[config.mk]
export PLATFORM = sky130hd
export DESIGN_NAME = bidir_parity_xcvr
export DESIGN_NICKNAME = d
export VERILOG_FILES = /design/src/rtl/bpx_pkg.sv /design/src/rtl/bpx_xor_tree.sv /design/src/rtl/bpx_ctrl.sv /design/src/rtl/bidir_parity_xcvr.sv
export SDC_FILE = /design/constraint.sdc
export NUM_CORES = 1
export LEC_CHECK = 0
export ABC_AREA = 0
export BUFFER_PORTS_ARGS = -buffer_cell sky130_fd_sc_hd__buf_2
export CAP_MARGIN = 30
export CORE_AREA = 2 2 39 41
export DETAILED_ROUTE_END_ITERATION = 16
export DIE_AREA = 0 0 41 43
export SLEW_MARGIN = 10
export SYNTH_ARGS = -nofsm -noshare
export SYNTH_HDL_FRONTEND = slang
export SYNTH_SLANG_ARGS = --single-unit
[constraint.sdc]
create_clock -name vclk -period 3.1
set_input_delay 0.62 -clock vclk [all_inputs]
set_output_delay 0.62 -clock vclk [all_outputs]
set_load 0.03 [all_outputs]
[src/rtl/bpx_pkg.sv]
package bpx_pkg;

    typedef enum logic {
        DIR_RX = 1'b0,
        DIR_TX = 1'b1
    } bpx_dir_e;

    typedef struct packed {
        logic a_en;
        logic b_en;
        logic par_en;
        logic flag_en;
    } bpx_en_t;

endpackage

[src/rtl/bpx_xor_tree.sv]
module bpx_xor_tree #(
    parameter int W = 8
) (
    input  logic [W-1:0] d,
    output logic         odd
);
    logic [W-1:0] acc;

    assign acc[0] = d[0];
    for (genvar i = 1; i < W; i++) begin : g_chain
        assign acc[i] = acc[i-1] ^ d[i];
    end

    assign odd = acc[W-1];
endmodule

[src/rtl/bpx_ctrl.sv]
module bpx_ctrl
    import bpx_pkg::*;
(
    input  logic    dir_tx,
    input  logic    oe_n,
    output bpx_en_t en
);
    bpx_dir_e dir;

    always_comb begin
        dir = bpx_dir_e'(dir_tx);
        en  = '0;
        if (!oe_n) begin
            if (dir == DIR_TX) begin
                en.b_en   = 1'b1;
                en.par_en = 1'b1;
            end else begin
                en.a_en    = 1'b1;
                en.flag_en = 1'b1;
            end
        end
    end
endmodule

[src/rtl/bidir_parity_xcvr.sv]
module bidir_parity_xcvr
    import bpx_pkg::*;
#(
    parameter int W = 8
) (
    input  logic         dir_tx,
    input  logic         oe_n,
    input  logic         odd_sel,
    input  logic [W-1:0] a_i,
    output logic [W-1:0] a_o,
    output logic         a_oe,
    input  logic [W-1:0] b_i,
    output logic [W-1:0] b_o,
    output logic         b_oe,
    input  logic         par_i,
    output logic         par_o,
    output logic         par_oe,
    output logic         flag_o,
    output logic         flag_oe
);
    typedef struct packed {
        logic [W-1:0] a_val;
        logic [W-1:0] b_val;
        logic         par;
        logic         flag;
    } out_t;

    bpx_en_t en;
    logic    a_odd;
    logic    b_odd;
    out_t    out_d;

    bpx_ctrl u_ctrl (
        .dir_tx (dir_tx),
        .oe_n   (oe_n),
        .en     (en)
    );

    bpx_xor_tree #(.W(W)) u_tree_a (.d(a_i), .odd(a_odd));
    bpx_xor_tree #(.W(W)) u_tree_b (.d(b_i), .odd(b_odd));

    always_comb begin
        out_d       = '0;
        out_d.a_val = b_i;
        out_d.b_val = a_i;
        out_d.par   = odd_sel ^ a_odd;
        out_d.flag  = ~(b_odd ^ odd_sel ^ par_i);
    end

    assign a_o     = out_d.a_val;
    assign b_o     = out_d.b_val;
    assign par_o   = out_d.par;
    assign flag_o  = out_d.flag;
    assign a_oe    = en.a_en;
    assign b_oe    = en.b_en;
    assign par_oe  = en.par_en;
    assign flag_oe = en.flag_en;
endmodule

==> impl_metrics.json, run 1 <==
{
  "tns_ns": 0,
  "design.die.area_mm2": 0.00176,
  "synth_top_area_cell": "buf_4",
  "drive_gt1_frac": 0.712,
  "worstPathRequired_ns": 2.48,
  "p_seq_frac": 0,
  "slew_viol_final": 0,
  "clockBufferCount": 0,
  "cts_setup_buffers": 0,
  "hold_class": "in2out",
  "crit_type": "in2out",
  "period_share": 0.744,
  "syn-cell-area_um2": 304,
  "clkPwrFrac": 0,
  "post_cts_resized": 0,
  "crit_path_max_fanout": 2,
  "period_minus_slack_ns": 2.31,
  "crit_arrival_ns": 1.69,
  "switching_share": 0.597,
  "hold_buffers": 0,
  "ioPinCount": 42,
  "power_frac_comb": 1.000,
  "start_util": 0.220,
  "syn_avg_cell_area_um2": 8.69,
  "area_growth_pct": 31.3,
  "powerDensity_mw_per_mm2": 352,
  "drtIter0Drc": 0,
  "wl_per_cell_um": 7.31,
  "grt_pass1_vias": 219,
  "synth.area.top_cells": "buf_4 44%, xnor2_1 32%, xnor3_1 15%",
  "power.leakage_nw": 0.235,
  "diodes": 0,
  "die_h_um": 43,
  "synth.most_common_cell": "buf_4",
  "port_buffers": 42,
  "vias_per_cell": 3.67,
  "gp_congestion": 0.561,
  "relSlewSlack": 0.872,
  "drt.antenna.violating_nets": 0,
  "grt_overflow_total": 0,
  "num-fill-cells": 157,
  "cap_violations": 0,
  "ys_top_cells_by_count": "18 x buf_4, 11 x xnor2_1, 2 x xnor3_1, 2 x xor2_1",
  "outcome": "completed",
  "fp.dieW_um": 41,
  "rsz0062_at_grt": "false",
  "coreArea_mm2": 0.00138,
  "synth_top_area_frac": 0.444,
  "groute.usage.overall": 0.0560,
  "final-setup-viol-count": 0,
  "final_area_um2": 399,
  "tightest_slew_ns": 0.190,
  "hold_violations": 0,
  "netSwitchingPower_mw": 0.0840,
  "syn_inst": 35,
  "routed-via-count": 275,
  "crit_path_start_kind": "primary input",
  "fmax_ghz": 0.434,
  "yosysWarningCount": 0,
  "endpoint_kind": "output pin",
  "regArea_um2": 0,
  "seq_cell_count": 0,
  "post_dp_cell_area_um2": 399,
  "fin_nets": 81,
  "drt_wl_total_um": 548,
  "power_report.internal_total_mw": 0.0567,
  "grt_antenna_before_repair": 0,
  "firstDrtPassIters": 1,
  "drc_errors": 0,
  "grt_max_degree": 3,
  "vdd_drop_max_v": 0.000121,
  "grt_pass1_wl_um": 752,
  "rows": 14,
  "syn_nets": 55,
  "yosysSeqAreaShare": 0,
  "ys_types": 6
}
==> area by class of cell <==
class / count / area [um^2] / area share
repair buffers: 42 / 210 / 0.527
well taps: 16 / 20.0 / 0.0502
multi-input cells: 17 / 169 / 0.423
==> placed cells by master, fill, tap and decap left out, drive strengths merged <==
master,instances
xnor2,11
buf,42
nor2,1
nor2b,1
xnor3,2
xor2,2
==> per-layer routing <==
layer,track usage,wire (um),up-vias
met5,0,0,-
met4,0,0,0
met3,0,86,0
met2,0.122,304,22
met1,0.0540,157,116
li1,-,-,137
==> worst max-delay path: stages <==
cell and delay, ns:
buf_2 0.11, xor2_1 0.16, xnor3_1 0.42, xnor2_1 0.16, buf_2 0.22
==> kinds of logic (layout without fill, tap and decap cells) <==
| kind of cell | after synthesis | after routing | share of synthesized area |
|---|---|---|---|
| xor gates and xnor gates | 15 | 15 | 0.523 |
| buffers and inverters | 18 | 42 | 0.444 |
| and+or+nand+nor | 2 | 2 | 0.0329 |
==> power groups by stage <==
stage | sequential (mW) | combinational [mW] | clock (mW)
finish | 0 | 0.141 | 0
global route | 0 | 0.150 | 0
CTS | 0 | 0.143 | 0
detailed placement | 0 | 0.142 | 0
global placement | 0 | 0.141 | 0
floorplan | 0 | 0.116 | 0
==> stage by stage <==
step	std cells	hold WS [ns]	utilization	total power [mW]	setup slack, ns
3_5_place_dp	75	1.52	0.288	0.142	0.789
3_3_place_gp	75	1.51	0.288	0.141	0.812
5_1_grt	75	1.52	0.288	0.150	0.690
6_report	75	1.51	0.288	0.141	0.793
4_1_cts	75	1.52	0.288	0.143	0.767
2_1_floorplan	35	1.35	-	0.116	0.766
==> worst paths after layout <==
path	slack, ns	start	depth (start not counted)	endpoint
worst max-delay path	0.79	odd_sel	5	flag_o
worst min-delay path	1.51	a_i[0]	2	b_o[0]
No activity file was read; power rests on OpenSTA's default activity.
==> run 2: changes to the inputs <==
--- a/config.mk
+++ b/config.mk
@@ -11,6 +11,7 @@
 export CORE_AREA = 2 2 39 41
 export DETAILED_ROUTE_END_ITERATION = 16
 export DIE_AREA = 0 0 41 43
+export PLACE_DENSITY = 0.65
 export SLEW_MARGIN = 10
 export SYNTH_ARGS = -nofsm -noshare
 export SYNTH_HDL_FRONTEND = slang
==> constraint.sdc (replaced) <==
create_clock -name vclk -period 1.9
set_input_delay 0.38 -clock vclk [all_inputs]
set_output_delay 0.38 -clock vclk [all_outputs]
set_load 0.03 [all_outputs]
==> run 2 against run 1 <==
Power is 63% higher. Core utilization stayed put. Final area stayed put. Critical path type unchanged.
==> impl_metrics.json, run 2 (synthesis gave the netlist of run 1 again) <==
{
  "routed-via-count": 269,
  "period_share": 0.957,
  "crit_arrival_ns": 1.44,
  "crit_type": "in2out",
  "wl_per_cell_um": 7.47,
  "clockBufferCount": 0,
  "firstDrtPassIters": 1,
  "cpMostUsedCell": "buf_2",
  "die_h_um": 43,
  "hold_class": "in2out",
  "rsz0062_at_grt": "false",
  "final_cell_mix": "42 x buf_2, 11 x xnor2_1, 2 x xor2_1, 2 x xnor3_1",
  "tns_ns": 0,
  "grt_pass1_vias": 242,
  "crit_path_max_fanout": 2,
  "drive_gt1_frac": 0.712,
  "final-setup-viol-count": 0,
  "gp_congestion": 0.603,
  "endpoint_kind": "output pin",
  "tightest_slew_ns": 0.198,
  "crit_path_start_kind": "primary input",
  "grt_antenna_before_repair": 0,
  "num-fill-cells": 158,
  "start_util": 0.220,
  "worst_path_max_delay_cell": "xnor3_1",
  "cts_setup_buffers": 0,
  "diodes": 0,
  "critPathMaxStageDelay_ns": 0.42,
  "grt_max_degree": 3,
  "fp.dieW_um": 41,
  "final_common_cell": "buf_2",
  "relSlewSlack": 0.867,
  "design.die.area_mm2": 0.00176,
  "regArea_um2": 0,
  "port_buffers": 42,
  "grt_overflow_total": 0,
  "fmax_ghz": 0.550,
  "fin_nets": 81,
  "worstPathRequired_ns": 1.52,
  "drc_errors": 0,
  "outcome": "completed",
  "hold_violations": 0,
  "groute.usage.overall": 0.0581,
  "area_growth_pct": 31.3,
  "grt_pass1_wl_um": 772,
  "drt_wl_total_um": 560,
  "cp_top_family": "XOR/XNOR gates",
  "post_cts_resized": 0,
  "period_minus_slack_ns": 1.82,
  "power.leakage_nw": 0.235,
  "cap_violations": 0,
  "vdd_drop_max_v": 0.000273,
  "dpl.hpwl_um": 546,
  "vias_per_cell": 3.59,
  "powerDensity_mw_per_mm2": 575,
  "coreArea_mm2": 0.00138,
  "drtIter0Drc": 0,
  "hold_buffers": 0,
  "drt.antenna.violating_nets": 0,
  "slew_viol_final": 0,
  "rows": 14,
  "crit_buf_inv": 2,
  "fin_hold_ws_ns": 1.03,
  "ioPinCount": 42,
  "worstPathCellList": "buf_2, xor2_1, xnor3_1, xnor2_1, buf_2",
  "seq_cell_count": 0
}
## run 2: cell counts in the layout (fill, tap and decap cells not counted)
Identical to the previous run, type by type.
## run 2: layer usage
metal  GRT usage  vias up  share of wire
met1      0.0318      105           0.28
met2       0.150       26           0.57
li1            -      138              -
met5           0        -              0
met3           0        0           0.15
met4           0        0              0
## run 2: layout make-up
cell class | count | area (um^2) | share of cell area
multi-input combinational | 17 | 169 | 0.423
tap | 16 | 20.0 | 0.0502
timing repair buffer | 42 | 210 | 0.527
## run 2: report_power, final
group / leakage (nW) / switching (mW) / internal [mW] / total (mW)
registers: 0 / 0 / 0 / 0
clock network: 0 / 0 / 0 / 0
logic: 0.235 / 0.137 / 0.0925 / 0.229
## run 2: stage by stage
step | std cells | area, um^2 | utilization | power [mW] | setup WS, ns
after floorplan | 35 | 304 | - | 0.189 | 0.0459
after global placement | 75 | 399 | 0.288 | 0.230 | 0.0726
after detailed placement | 75 | 399 | 0.288 | 0.231 | 0.0769
after CTS | 75 | 399 | 0.288 | 0.232 | 0.0613
after global routing | 75 | 399 | 0.288 | 0.243 | 0.00999
final | 75 | 399 | 0.288 | 0.229 | 0.0822
## run 2: path summary, 6_finish.rpt
kind                    start     end  depth (start not counted)
worst max-delay path  odd_sel  flag_o                          5
worst min-delay path   a_i[4]  b_o[4]                          2
==> run 3: changes to the inputs <==
--- a/config.mk
+++ b/config.mk
@@ -11,8 +11,9 @@
 export CORE_AREA = 2 2 39 41
 export DETAILED_ROUTE_END_ITERATION = 16
 export DIE_AREA = 0 0 41 43
-export PLACE_DENSITY = 0.65
+export PLACE_DENSITY = 0.66
 export SLEW_MARGIN = 10
 export SYNTH_ARGS = -nofsm -noshare
 export SYNTH_HDL_FRONTEND = slang
+export SYNTH_HIERARCHICAL = 1
 export SYNTH_SLANG_ARGS = --single-unit
==> run 3 against run 2 <==
Combinational power about the same. Final area up 0.63%. Critical path depth up 1. Setup slack better by 0.034 ns. Die area unchanged. Hold slack worse by 0.00067 ns. First-iteration DRC count unchanged. Non-clock buffer count unchanged. Clock-buffer cell count unchanged. Synthesized cell count up 2.9%. Critical path type unchanged. Critical endpoint unchanged. Largest power group unchanged.
==> impl_metrics.json, run 3 <==
{
  "diodes": 0,
  "fp.dieW_um": 41,
  "syn-cell-area_um2": 307,
  "grt_antenna_before_repair": 0,
  "synth.most_common_cell": "buf_4",
  "ys_types": 6,
  "grt_pass1_vias": 195,
  "firstDrtPassIters": 1,
  "regArea_um2": 0,
  "tightest_slew_ns": 0.177,
  "synth_top_area_frac": 0.441,
  "drt.antenna.violating_nets": 0,
  "yosysSeqAreaShare": 0,
  "num-fill-cells": 153,
  "gp_congestion": 0.532,
  "drive_gt1_frac": 0.717,
  "fin_hold_ws_ns": 1.03,
  "vias_per_cell": 3.47,
  "crit_path_start_kind": "primary input",
  "drtIter0Drc": 0,
  "drc_errors": 0,
  "final_util": 0.290,
  "die_h_um": 43,
  "crit_arrival_ns": 1.40,
  "period_share": 0.939,
  "final-setup-viol-count": 0,
  "relSlewSlack": 0.881,
  "use_met3": 0,
  "synth_top_area_cell": "buf_4",
  "powerDensity_mw_per_mm2": 579,
  "worstPathRequired_ns": 1.52,
  "post_cts_resized": 0,
  "fmax_ghz": 0.561,
  "grt_max_degree": 3,
  "clockBufferCount": 0,
  "endpoint_kind": "output pin",
  "final_common_cell": "buf_2",
  "synth.area.top_cells": "buf_4 44%, xnor2_1 34%, xor2_1 8.6%",
  "power.leakage_nw": 0.231,
  "tns_ns": 0,
  "period_minus_slack_ns": 1.78,
  "drt_wl_total_um": 552,
  "fin_nets": 82,
  "crit_path_max_fanout": 2,
  "use_met1": 0.0510,
  "yosysWarningCount": 6,
  "grt_pass1_wl_um": 717,
  "groute.usage.overall": 0.0541,
  "rows": 14,
  "multi_input_area_um2": 171,
  "ys_top_cells_by_count": "18 x buf_4, 12 x xnor2_1, 3 x xor2_1",
  "outcome": "completed",
  "ioPinCount": 42,
  "hold_buffers": 0,
  "cap_violations": 0,
  "rsz0062_at_grt": "false",
  "grt_util_met2": 0.119,
  "busiest_layer": "met2",
  "port_buffers": 42,
  "hold_class": "in2out",
  "design.die.area_mm2": 0.00176,
  "coreArea_mm2": 0.00138,
  "hold_violations": 0,
  "syn_avg_cell_area_um2": 8.52,
  "start_util": 0.222,
  "crit_type": "in2out",
  "cts_setup_buffers": 0,
  "wl_per_cell_um": 7.26,
  "syn_inst": 36,
  "grt_overflow_total": 0,
  "seq_cell_count": 0,
  "vdd_drop_max_v": 0.000268,
  "area_growth_pct": 31.0,
  "syn_nets": 56,
  "final_cell_mix": "42 x buf_2, 12 x xnor2_1, 3 x xor2_1",
  "slew_viol_final": 0,
  "routed-via-count": 264
}
[run 3: changes by cell type in the layout (fill, tap and decap cells not counted), sizes merged]
| cell | previous run | this run |
|---|---|---|
| xnor3 | 2 | 1 |
| xor2 | 2 | 3 |
| xnor2 | 11 | 12 |
[run 3: final timing paths]
kind / depth (start not counted) / slack, ns / to / from
worst max-delay path: 6 / 0.12 / flag_o / b_i[7]
worst min-delay path: 2 / 1.03 / b_o[2] / a_i[2]
[run 3: cell families (layout without fill, tap and decap cells)]
| logic type | Yosys count | count (layout) | share of synthesized area |
|---|---|---|---|
| buffers and inverters | 18 | 42 | 0.441 |
| XOR/XNOR | 16 | 16 | 0.502 |
| AND/OR/NAND/NOR | 2 | 2 | 0.0571 |
[run 3: through the flow]
step	setup WS [ns]	power (mW)	cell area, um^2	std cells
after floorplan	0.152	0.191	307	36
after global placement	0.114	0.234	402	76
after detailed placement	0.0956	0.235	402	76
after CTS	0.0911	0.236	402	76
after global routing	0.00468	0.252	402	76
final	0.116	0.232	402	76
[run 3: final cells by class]
cell class	instances	share of cell area
Timing Repair Buffer	42	0.523
Tap cell	16	0.0498
Multi-Input combinational cell	18	0.427
[run 3: critical path, stage by stage]
cell and delay, ns:
buf_2 0.11, xor2_1 0.16, xnor2_1 0.19, xnor2_1 0.15
xnor3_1 0.23, buf_2 0.19
[run 3: routing by layer]
| metal | up-vias | routed length (um) |
|---|---|---|
| li1 | 141 | - |
| met1 | 105 | 194 |
| met2 | 18 | 287 |
| met3 | 0 | 70 |
| met4 | 0 | 0 |
| met5 | - | 0 |
[run 3: where the power goes]
| part | internal, mW | total, mW | leakage (nW) | switching [mW] |
|---|---|---|---|---|
| Combinational | 0.0901 | 0.232 | 0.231 | 0.142 |
| Sequential | 0 | 0 | 0 | 0 |
| Clock | 0 | 0 | 0 | 0 |
| Total | 0.0901 | 0.232 | 0.231 | 0.142 |
